<file path="config.mk">
export PLATFORM = sky130hd
export DESIGN_NAME = ipi_unit
export DESIGN_NICKNAME = d
export VERILOG_FILES = /design/src/rtl/ipi_pkg.sv /design/src/rtl/ipi_decode.sv /design/src/rtl/ipi_slot.sv /design/src/rtl/ipi_unit.sv
export SDC_FILE = /design/constraint.sdc
export NUM_CORES = 1
export LEC_CHECK = 0
export BUFFER_PORTS_ARGS = -buffer_cell sky130_fd_sc_hd__buf_4
export CORE_MARGIN = 5
export CORE_UTILIZATION = 37
export CTS_CLUSTER_DIAMETER = 200
export DETAILED_ROUTE_END_ITERATION = 8
export GPL_ROUTABILITY_DRIVEN = 0
export HOLD_SLACK_MARGIN = 0.06
export PLACE_DENSITY = 0.66
export SLEW_MARGIN = 0
export SYNTH_ARGS = -nofsm -noshare
export SYNTH_HDL_FRONTEND = slang
export SYNTH_HIERARCHICAL = 1
export SYNTH_SLANG_ARGS = --single-unit
export TNS_END_PERCENT = 1
</file>
<file path="constraint.sdc">
create_clock -name clk -period 1.8 [get_ports clk]
set_input_delay 0.09 -clock clk [delete_from_list [all_inputs] [get_ports clk]]
set_output_delay 0.09 -clock clk [all_outputs]
set_load 0.03 [all_outputs]
</file>
<file path="src/rtl/ipi_pkg.sv">
package ipi_pkg;
  localparam int DATA_W   = 32;
  localparam int ADDR_W   = 16;
  localparam int CPU_ID_W = 5;
  localparam int MAX_CPUS = 31;

  localparam logic [15:0] EVT_KIND_IPI = 16'd4;
  localparam logic [15:0] EVT_NUM_REM  = 16'd1;
  localparam logic [15:0] EVT_NUM_SELF = 16'd2;

  typedef enum logic [2:0] {
    OP_NONE, OP_EVENT, OP_SEND, OP_PSET, OP_PCLR, OP_MSET, OP_MCLR
  } ipi_op_e;

  typedef struct packed {
    ipi_op_e               op;
    logic [CPU_ID_W-1:0]   tgt;
  } ipi_cmd_t;

  // index 0 = remote kind (bus bit 0), index 1 = self kind (bus bit 31)
  function automatic logic [DATA_W-1:0] pair_to_word(input logic [1:0] v);
    return {v[1], {(DATA_W-2){1'b0}}, v[0]};
  endfunction

  function automatic logic [1:0] word_to_pair(input logic [DATA_W-1:0] w);
    return {w[DATA_W-1], w[0]};
  endfunction

  function automatic logic [DATA_W-1:0] event_word(input logic [1:0] live);
    if (live[0])      return {EVT_KIND_IPI, EVT_NUM_REM};
    else if (live[1]) return {EVT_KIND_IPI, EVT_NUM_SELF};
    else              return '0;
  endfunction
endpackage

</file>
<file path="src/rtl/ipi_decode.sv">
module ipi_decode
  import ipi_pkg::*;
#(
  parameter int NCPU = 4
) (
  input  logic [ADDR_W-1:0]   addr,
  input  logic [CPU_ID_W-1:0] cur_cpu,
  output ipi_cmd_t            cmd
);
  localparam logic [3:0] PAGE_CUR = 4'h2;
  localparam logic [3:0] PAGE_PER = 4'h5;

  logic [CPU_ID_W-1:0] per_cpu;
  assign per_cpu = addr[11:7];

  always_comb begin
    cmd.op  = OP_NONE;
    cmd.tgt = cur_cpu;
    if (addr[15:12] == PAGE_CUR && int'(cur_cpu) < NCPU) begin
      unique case (addr[11:0])
        12'h004: cmd.op = OP_EVENT;
        12'h008: cmd.op = OP_SEND;
        12'h00C: cmd.op = OP_PCLR;
        12'h024: cmd.op = OP_MSET;
        12'h028: cmd.op = OP_MCLR;
        default: cmd.op = OP_NONE;
      endcase
    end else if (addr[15:12] == PAGE_PER && int'(per_cpu) < NCPU) begin
      cmd.tgt = per_cpu;
      unique case (addr[6:0])
        7'h08:   cmd.op = OP_PSET;
        7'h0C:   cmd.op = OP_PCLR;
        7'h24:   cmd.op = OP_MSET;
        7'h28:   cmd.op = OP_MCLR;
        default: cmd.op = OP_NONE;
      endcase
    end
  end
endmodule

</file>
<file path="src/rtl/ipi_slot.sv">
module ipi_slot (
  input  logic       clk,
  input  logic       rst_n,
  input  logic [1:0] set_req,
  input  logic [1:0] clr_req,
  input  logic [1:0] mset_req,
  input  logic [1:0] mclr_req,
  input  logic       take,
  output logic [1:0] pend,
  output logic [1:0] mask,
  output logic [1:0] live,
  output logic [1:0] taken,
  output logic       irq
);
  logic [1:0] pend_q, mask_q;

  assign live     = pend_q & ~mask_q;
  assign taken[0] = take & live[0];
  assign taken[1] = take & ~live[0] & live[1];
  assign irq      = |live;
  assign pend     = pend_q;
  assign mask     = mask_q;

  always_ff @(posedge clk or negedge rst_n) begin
    if (!rst_n) begin
      pend_q <= 2'b00;
      mask_q <= 2'b11;
    end else begin
      pend_q <= (pend_q | set_req) & ~clr_req;
      mask_q <= (mask_q | mset_req | taken) & ~mclr_req;
    end
  end

  AST_AUTO_MASK_REM: assert property (@(posedge clk) disable iff (!rst_n)
    taken[0] |=> mask_q[0]);
  AST_AUTO_MASK_SELF: assert property (@(posedge clk) disable iff (!rst_n)
    taken[1] |=> mask_q[1]);
  AST_PEND_HELD: assert property (@(posedge clk) disable iff (!rst_n)
    (pend_q[0] && !clr_req[0]) |=> pend_q[0]);
  AST_MASK_HELD: assert property (@(posedge clk) disable iff (!rst_n)
    (mask_q[1] && !mclr_req[1]) |=> mask_q[1]);
  AST_ONE_DELIVERY: assert property (@(posedge clk) disable iff (!rst_n)
    $onehot0(taken));
endmodule

</file>
<file path="src/rtl/ipi_unit.sv">
module ipi_unit
  import ipi_pkg::*;
#(
  parameter int NCPU = 4
) (
  input  logic                clk,
  input  logic                rst_n,
  input  logic [CPU_ID_W-1:0] bus_cpu,
  input  logic                bus_wr,
  input  logic                bus_rd,
  input  logic [ADDR_W-1:0]   bus_addr,
  input  logic [DATA_W-1:0]   bus_wdata,
  input  logic [NCPU-1:0]     hw_busy,
  output logic [DATA_W-1:0]   bus_rdata,
  output logic [NCPU-1:0]     ipi_irq
);
  ipi_cmd_t cmd;

  ipi_decode #(.NCPU(NCPU)) u_decode (
    .addr    (bus_addr),
    .cur_cpu (bus_cpu),
    .cmd     (cmd)
  );

  logic [1:0] wr_pair;
  assign wr_pair = word_to_pair(bus_wdata);

  logic [1:0] pend_a  [NCPU];
  logic [1:0] mask_a  [NCPU];
  logic [1:0] live_a  [NCPU];
  logic [1:0] taken_a [NCPU];
  logic [NCPU-1:0] hit;
  logic [NCPU-1:0] take_v;

  for (genvar c = 0; c < NCPU; c++) begin : g_cpu
    logic [1:0] set_req, clr_req, mset_req, mclr_req;

    assign hit[c] = (int'(cmd.tgt) == c) && (cmd.op != OP_NONE);

    // remote IPI per target bit; R3: self bit lands on the sender; R11: explicit set
    assign set_req[0] = bus_wr && ((cmd.op == OP_SEND && bus_wdata[c]) ||
                                   (cmd.op == OP_PSET && hit[c] && wr_pair[0]));
    assign set_req[1] = bus_wr && hit[c] && wr_pair[1] &&
                        (cmd.op == OP_SEND || cmd.op == OP_PSET);
    assign clr_req  = (bus_wr && hit[c] && cmd.op == OP_PCLR) ? wr_pair : 2'b00;
    assign mset_req = (bus_wr && hit[c] && cmd.op == OP_MSET) ? wr_pair : 2'b00;
    assign mclr_req = (bus_wr && hit[c] && cmd.op == OP_MCLR) ? wr_pair : 2'b00;
    assign take_v[c] = bus_rd && hit[c] && cmd.op == OP_EVENT && !hw_busy[c];

    ipi_slot u_slot (
      .clk      (clk),
      .rst_n    (rst_n),
      .set_req  (set_req),
      .clr_req  (clr_req),
      .mset_req (mset_req),
      .mclr_req (mclr_req),
      .take     (take_v[c]),
      .pend     (pend_a[c]),
      .mask     (mask_a[c]),
      .live     (live_a[c]),
      .taken    (taken_a[c]),
      .irq      (ipi_irq[c])
    );
  end

  logic [DATA_W-1:0] rd_value;
  logic              hw_hit;

  always_comb begin
    rd_value = '0;
    hw_hit   = 1'b0;
    for (int c = 0; c < NCPU; c++) begin
      if (hit[c]) begin
        hw_hit = hw_busy[c];
        unique case (cmd.op)
          OP_EVENT:        rd_value = hw_busy[c] ? '0 : event_word(live_a[c]);
          OP_PSET, OP_PCLR: rd_value = pair_to_word(pend_a[c]);
          OP_MSET, OP_MCLR: rd_value = pair_to_word(mask_a[c]);
          default:          rd_value = '0;
        endcase
      end
    end
  end

  logic evt_rd_q;

  always_ff @(posedge clk or negedge rst_n) begin
    if (!rst_n) begin
      bus_rdata <= '0;
      evt_rd_q  <= 1'b0;
    end else begin
      evt_rd_q <= bus_rd && cmd.op == OP_EVENT;
      if (bus_rd) bus_rdata <= rd_value;
    end
  end

  AST_HW_FIRST: assert property (@(posedge clk) disable iff (!rst_n)
    (bus_rd && cmd.op == OP_EVENT && hw_hit) |=> bus_rdata == '0);
  AST_EVT_FORMAT: assert property (@(posedge clk) disable iff (!rst_n)
    (evt_rd_q && bus_rdata != '0) |-> (bus_rdata[31:16] == EVT_KIND_IPI &&
     (bus_rdata[15:0] == EVT_NUM_REM || bus_rdata[15:0] == EVT_NUM_SELF)));
  AST_QUIET_NO_TAKE: assert property (@(posedge clk) disable iff (!rst_n)
    (take_v == '0 && !bus_wr) |=> $stable(ipi_irq));
endmodule

</file>
==> flow_summary_export.csv <==
group,metric,value,unit
outcome,status,"finished, violations left",
outcome,violations,"setup timing",
timing,setup_viol,20,
cts,cts_tree,"done",
die,die_area,7210,um^2
die,row_count,27,
worst_setup_path,r2r_slack,0.18,ns
worst_setup_path,cp-startpoint,"bus_addr[12]",
run,max_cap_viol_count,0,
timing,hold_viol,0,
worst_setup_path,end_kind,"register",
grt,top_usage_layer,"met2",
worst_setup_path,reg2reg_depth,7,
power,peakVddDrop,341,uV
worst_setup_path,endpoint,"bus_rdata[31]$_DFFE_PN0P_",
grt,grt_pass1_vias,2072,
grt,grt_pass1_wl,9.76,mm
cts,clk_latency,0.27,ns
cells_and_area,syn2layout_area_growth,39.4,%
die,initial_core_util,37.9,%
routing,wl_per_cell,14.7,um
cts,htree_levels,1,
cells_and_area,stdcell_count,425,
routing,final_antenna_net_count,0,
cells_and_area,drive_gt1_share,38.0,%
cts,cts.sinks,20,
worst_setup_path,crit_type,"primary input to register",
die,core_area,5470,um^2
cells_and_area,postLayoutCoreUtil,52.9,%
worst_setup_path,r2r-start,"g_cpu[2].u_slot/mask[0]$_DFF_PN1_",
min_path,hold_class,"primary input to register",
routing,route.detailed.drc,0,
timing,period_needed,2.12,ns
place,placed_cells,414,
cells_and_area,n_fill_cell,540,
die,io_pins,97,
cells_and_area,nets,415,
yosys,syn_inst,274,
grt,grt_max_degree,25,
grt,antenna_found_initial,0,
cts,cts-root-buf,"clkbuf_8",
routing,vias,2213,
grt,grt_overflow,0,
grt,grt_util_all_layers,16.2,%
worst_setup_path,cp_max_fo,12,
place,port_buffers,41,
timing,period_share,118,%
timing,max_freq,472,MHz
routing,first_pass_iters,4,
routing,drt_iter0_markers,147,
yosys,synth_area,2080,um^2
timing,rsz0062_at_grt,"yes",
routing,drt_wl_total,6.26,mm
timing,slew_viol_final,0,
power,power_density,409,nW/um^2
power,power,1180,uW
die,dieWidth,84.9,um
worst_setup_path,cp.arrival,2.29,ns
place,dp_hpwl,4.69,mm
cells_and_area,diodes,0,
cts,cts.reportedPaths.clkPinSlew,0.09,ns
die,dieHeight,84.9,um
cts,clock_path_buffers,2,
cts,numCtsBuffers,3,
grt,grt_use_met1,21.9,%
worst_setup_path,r2r_end,"bus_rdata[18]$_DFFE_PN0P_",
yosys,yosys_warnings,6,
grt,grtUsageMet2,26.8,%
worst_setup_path,critPathLaunchType,"primary input",
timing,setup_ws,-0.319,ns
timing,worst_clock_skew,0.00906,ns
place,dpl_cell_area,2640,um^2
routing,via_per_inst,5.21,
power,p_leak,0.00121,uW
cells_and_area,fin_area,2890,um^2
worst_setup_path,required,1.97,ns
timing,hold_slack,0.141,ns
yosys,avgSynthCellArea,7.58,um^2
grt,met3_usage,3.50,%
-- flip-flops by register name, summed over array words and instances, names as in the netlist --
signal and flops:
bus_rdata 4, g_cpu.u_slot/mask 8, g_cpu.u_slot/pend 8
-- layout by cell type (no fill, tap or decap), types with 4 or more instances in the layout --
cell type	n
a311oi_1	4
a21oi_1	7
nor3b_1	6
a22oi_2	4
nor2_1	60
o21ai_0	5
nand3_1	8
inv_1	11
o22ai_1	5
nand2_1	12
o21ai_1	4
a211oi_1	4
buf_4	77
or2_1	4
mux2i_1	4
conb_1	28
dfrtp_1	12
nand2b_1	7
dfstp_2	8
nor3_2	6
nor2b_1	7
-- per-layer routing --
metal  share of wire [%]  wire length (um)
met2                  47              2970
met4                0.37                23
met5                   0                 0
met3                 8.4               528
met1                  44              2740
-- repair_timing --
item / 4_1_cts / 5_1_grt
endpoints found under the setup margin: 20 / 20
gates cloned: 0 / 1
gates resized for setup: 19 / 8
setup buffers: 0 / 5
hold buffers: 2 / 0
hold endpoints to repair: 21 / 0
pin swaps: 5 / 4
-- final cells by class --
class / instances / area (um^2) / share of cell area, %
Multi-Input combinational cell: 234 / 1520 / 52.7
Sequential cell: 20 / 510 / 17.6
Tap cell: 72 / 90.1 / 3.11
Clock buffer: 3 / 41.3 / 1.43
Timing Repair Buffer: 84 / 657 / 22.7
Inverter: 11 / 41.3 / 1.43
Clock inverter: 1 / 30.0 / 1.04
-- how the worst min path moves through the flow --
stage,depth (start not counted),slack (ns),to,startpoint
after floorplan,0,-0.21,bus_rdata[0]$_DFFE_PN0P_,rst_n
after global placement,1,-0.01,g_cpu[1].u_slot/pend[0]$_DFF_PN0_,rst_n
after detailed placement,1,-0.008,g_cpu[1].u_slot/pend[0]$_DFF_PN0_,rst_n
after CTS,5,0.14,g_cpu[2].u_slot/pend[0]$_DFF_PN0_,bus_wdata[2]
after global routing,5,0.18,g_cpu[2].u_slot/pend[0]$_DFF_PN0_,bus_wdata[2]
final,5,0.14,g_cpu[2].u_slot/pend[0]$_DFF_PN0_,bus_wdata[2]
-- worst max-delay path, stage by stage --
cell       delay, ns
buf_4           0.12
and3b_1         0.19
a21oi_2         0.20
a2111oi_4       0.07
buf_4           0.17
buf_6           0.14
nor2b_1         0.13
buf_4           0.16
a22oi_2         0.19
o22ai_1         0.09
mux4_2          0.47
a32o_1          0.26
-- power by group --
group	switching [uW]	total, uW	internal (uW)
clock	182	480	298
sequential	1.46	453	452
combinational	161	252	90.4
total	345	1180	840
-- per-stage QoR --
stage	setup TNS, ns	setup WS, ns
final	-2.94	-0.319
after global routing	-5.66	-0.393
after CTS	-3.28	-0.284
after detailed placement	-9.33	-0.580
after global placement	-8.99	-0.555
after floorplan	-4.25	-0.369
Note: power is estimated with default switching activity, not from simulation.
